[config.mk]
export PLATFORM = sky130hd
export DESIGN_NAME = llr_bit_node
export DESIGN_NICKNAME = d
export VERILOG_FILES = /design/src/rtl/llr_bit_node.sv
export SDC_FILE = /design/constraint.sdc
export NUM_CORES = 1
export LEC_CHECK = 0
export ABC_AREA = 1
export BUFFER_PORTS_ARGS = -buffer_cell sky130_fd_sc_hd__buf_4
export CAP_MARGIN = 5
export CORE_ASPECT_RATIO = 1.4
export CORE_UTILIZATION = 50
export CTS_BUF_LIST = sky130_fd_sc_hd__clkbuf_4 sky130_fd_sc_hd__clkbuf_8
export DETAILED_ROUTE_END_ITERATION = 16
export PLACE_DENSITY_LB_ADDON = 0.15
export SYNTH_ARGS = -nofsm -noshare
export SYNTH_HDL_FRONTEND = slang
export SYNTH_SLANG_ARGS = --single-unit
[constraint.sdc]
create_clock -name clk -period 4.5 [get_ports clk]
set_input_delay 0.9 -clock clk [delete_from_list [all_inputs] [get_ports clk]]
set_output_delay 0.9 -clock clk [all_outputs]
set_load 0.05 [all_outputs]
[src/rtl/llr_bit_node.sv]
module llr_bit_node #(
  parameter int W = 4,
  parameter int N = 3
) (
  input  logic           clk,
  input  logic           rst_n,
  input  logic           chan_load,
  input  logic [W-1:0]   chan_llr,
  input  logic           step_en,
  input  logic [N*W-1:0] c2b_sm,
  output logic [N*W-1:0] b2c_msg,
  output logic [W-1:0]   post_llr,
  output logic           hard_bit
);
  localparam int EW = W + $clog2(N + 1);
  localparam logic signed [EW-1:0] MAXV = EW'((1 << (W - 1)) - 1);
  localparam logic signed [EW-1:0] MINV = -EW'(1 << (W - 1));

  logic        [W-1:0]  chan_q;
  logic signed [EW-1:0] ext [N];
  logic signed [EW-1:0] total;
  logic        [W-1:0]  edge_d [N];

  function automatic logic [W-1:0] clamp(input logic signed [EW-1:0] v);
    if (v > MAXV)      return MAXV[W-1:0];
    else if (v < MINV) return MINV[W-1:0];
    else               return v[W-1:0];
  endfunction

  for (genvar k = 0; k < N; k++) begin : g_conv
    logic signed [EW-1:0] mag;
    assign mag    = $signed({{(EW-W+1){1'b0}}, c2b_sm[k*W +: W-1]});
    assign ext[k] = c2b_sm[k*W + W-1] ? -mag : mag;
  end

  always_comb begin
    total = $signed({{(EW-W){chan_q[W-1]}}, chan_q});
    for (int k = 0; k < N; k++) total = total + ext[k];
    for (int k = 0; k < N; k++) edge_d[k] = clamp(total - ext[k]);
  end

  always_ff @(posedge clk) begin
    if (!rst_n) begin
      chan_q   <= '0;
      b2c_msg  <= '0;
      post_llr <= '0;
      hard_bit <= 1'b0;
    end else begin
      if (chan_load) chan_q <= chan_llr;
      if (step_en) begin
        for (int k = 0; k < N; k++) b2c_msg[k*W +: W] <= edge_d[k];
        post_llr <= clamp(total);
        hard_bit <= total[EW-1];
      end
    end
  end
endmodule


==> impl_results.md <==
* CTS root buf: clkbuf_8
* Overflow after GRT at 0
* Max-Cap Viols at 0
* Total wire length at 5940 um
* Cts bufs inserted at 3
* Die area at 0.00472 mm2
* Status: finished, violations left
* Via count at 2319
* Ys Warns at 0
* Hold Fails Final Rpt at 0
* Max IR drop VDD at 0.433 mV
* Largest net degree at the start of global routing at 21
* Fin crit period at approximately 4.6 ns
* Setup ws final at -0.0896 ns
* Wirelength per Cell at around 13 um
* CP arrival at 4.78 ns
* Final core utilization at 0.774
* Tcrit/Tclk final at 1.02
* Syn_area_per_cell at roughly 7.0 um2
* Initial antenna violation count at 0
* Most common cell after layout, fill and taps aside: buf_4
* Area Overhead vs Synth at 47.6%
* Horiz. Die Dim at between 50 and 60 um
* First-pass GRT wire length at about 9200 um
* Gpl congestion at 0.832
* H-Tree Depth at 1
* Total iterations of the first detailed-routing run at 4
* CTS tree: built
* Hold Path Class: flop to flop
* Io pins at 37
* Crit Path Max Fanout at 3
* Initial DRC count at 70
* Clock Skew at 0.00119 ns
* Slew Limit Fails at 0
* CP Capture Type: flop
* Clk slew on worst S/H paths at ~0.070 ns
* Core Box Area at 0.00424 mm2
* Fillers at between 300 and 400
* Number of vias per cell at slightly above 5
* Register area share after synthesis at 0.189
* Required @ worst endpoint at around 4.7 ns
* Port bufs at 36
* Max Clk Rate at between 0.2 and 0.25 GHz
* Vias in the first global route at roughly 2200
* Row cnt at 28
* Failing checks: setup timing
* Post-route DRC at 0
* Hold Path Stages at 2
* Die Span Y at ~81 um
* Max_slew headroom at 0.773
* Dpl cell area at a little under 0.003 mm2
* Count of different cell masters after synthesis at 29
* RSZ-0062 raised after global routing: true
* Worst setup path startpoint: c2b_sm[5]
* Clk sinks at 21
* GRT Total Usage at 0.250
* R2r setup slk at around 0.74 ns
* RR Startpoint: chan_q[3]
* Syn_nets at around 370
* Syn Inst Count at ~320
* Critical Path End: b2c_msg[9]
* Design Area, Final at 0.00328 mm2
* Worst Reg-to-Reg Cells at 19
* Post-Syn Area at approximately 0.0022 mm2
* Starting Density at 0.524
* Post-route insts no fill at 459
* Final setup fails at 5
* Clk Latency, worst-skew pair at roughly 0.26 ns
* PD cells at 865 mW/mm2
* DP HPWL at 4530 um
* Routed Antenna Nets at 0
* Placed insts at 449
* CP Launch Type: input pin
* Number of synthesized register bits at 21
* Worst R2R End: b2c_msg[9]
* Final nets at roughly 460
* # diodes at 0
* Leakage power at approximately 1.7 nW
* CP Class: input pin to flop
* CTS Buffer Depth at 2
* Share of cells above drive strength 1 at 0.393
* Commonest non-fill, non-tap cells in the layout: buf_4 (78), nand2_1 (65), inv_1 (53), dfxtp_1 (21)
* Slew @ Worst Pin at 0.338 ns
-- timing repair --
item	CTS	global route
hold buffers	0	0
resized for setup	7	43
setup buffers	1	5
endpoints found under the setup margin	8	15
pin swaps	14	19
-- per-layer routing --
layer  GRT usage  share of wire
met1       0.287           0.39
met2       0.471           0.55
met3      0.0143          0.031
met4       0.102          0.024
met5           0              0
-- metrics by stage --
| stage | worst slack (ns) | total power [W] | hold WS (ns) | setup TNS [ns] |
|---|---|---|---|---|
| after floorplan | -0.100 | 0.00172 | 0.469 | -0.253 |
| after global placement | -0.325 | 0.00224 | 0.453 | -2.52 |
| after detailed placement | -0.466 | 0.00228 | 0.462 | -3.86 |
| after CTS | -0.00527 | 0.00243 | 0.473 | -0.00527 |
| after global routing | -0.199 | 0.00309 | 0.498 | -1.50 |
| final | -0.0896 | 0.00284 | 0.470 | -0.346 |
-- cell usage after synthesis, drive strengths merged --
| cell type | number | share of area |
|---|---|---|
| a21oi | 25 | 0.060 |
| a31oi | 4 | 0.018 |
| buf | 1 | 0.0034 |
| clkbuf | 2 | 0.0034 |
| dfxtp | 21 | 0.19 |
| fa | 12 | 0.11 |
| ha | 26 | 0.15 |
| inv | 64 | 0.11 |
| nand2 | 78 | 0.14 |
| nand3 | 29 | 0.077 |
| nand3b | 1 | 0.0034 |
| nand4 | 1 | 0.0028 |
| nor2 | 10 | 0.017 |
| nor3 | 1 | 0.0022 |
| o211ai | 3 | 0.010 |
| o21ai | 20 | 0.045 |
| o21bai | 1 | 0.0051 |
| o31ai | 2 | 0.0090 |
| or2 | 6 | 0.017 |
| xnor2 | 5 | 0.020 |
| xor2 | 4 | 0.016 |
-- worst max-delay path: stages --
cell,delay (ns)
buf_12,0.11
inv_12,0.04
ha_4,0.18
or2_4,0.23
o21ai_4,0.06
inv_2,0.06
fa_1,0.57
fa_1,0.46
ha_4,0.19
fa_2,0.44
xor2_4,0.23
ha_4,0.26
a21oi_4,0.19
o31ai_4,0.10
xnor2_1,0.15
or2_1,0.25
nand3_2,0.08
nand2_2,0.05
inv_2,0.05
nand2_1,0.04
a21oi_1,0.13
-- kinds of logic after synthesis --
logic type / share of synthesized area
fa+ha+maj: 0.254
simple gates: 0.259
xor+xnor: 0.0355
compound gates: 0.147
buf+inv: 0.115
flops: 0.189
-- power by group --
part,total [W],switching [W],internal [W]
Clock,0.000128,0.0000588,0.0000691
Sequential,0.000273,0.0000285,0.000244
Combinational,0.00244,0.00137,0.00107
-- worst min-delay path by stage --
| stage | startpoint | to |
|---|---|---|
| after floorplan | chan_q[2] | chan_q[2] |
| after global placement | hard_bit | hard_bit |
| after detailed placement | post_llr[0] | post_llr[0] |
| after CTS | post_llr[0] | post_llr[0] |
| after global routing | post_llr[1] | post_llr[1] |
| final | post_llr[3] | post_llr[3] |
-- sequential cells by signal (all words and copies together) (netlist names) --
name      count
b2c_msg      12
chan_q        4
hard_bit      1
post_llr      4
-- area by class of cell --
class | instances | area [um2] | area share
multi-input cells | 228 | 1840 | 0.561
clock buffers | 4 | 48.8 | 0.0149
flip-flops and latches | 21 | 420 | 0.128
inverters | 64 | 258 | 0.0786
repair buffers | 82 | 639 | 0.195
well taps | 60 | 75.1 | 0.0229
No activity file was read; power rests on OpenSTA's default activity.
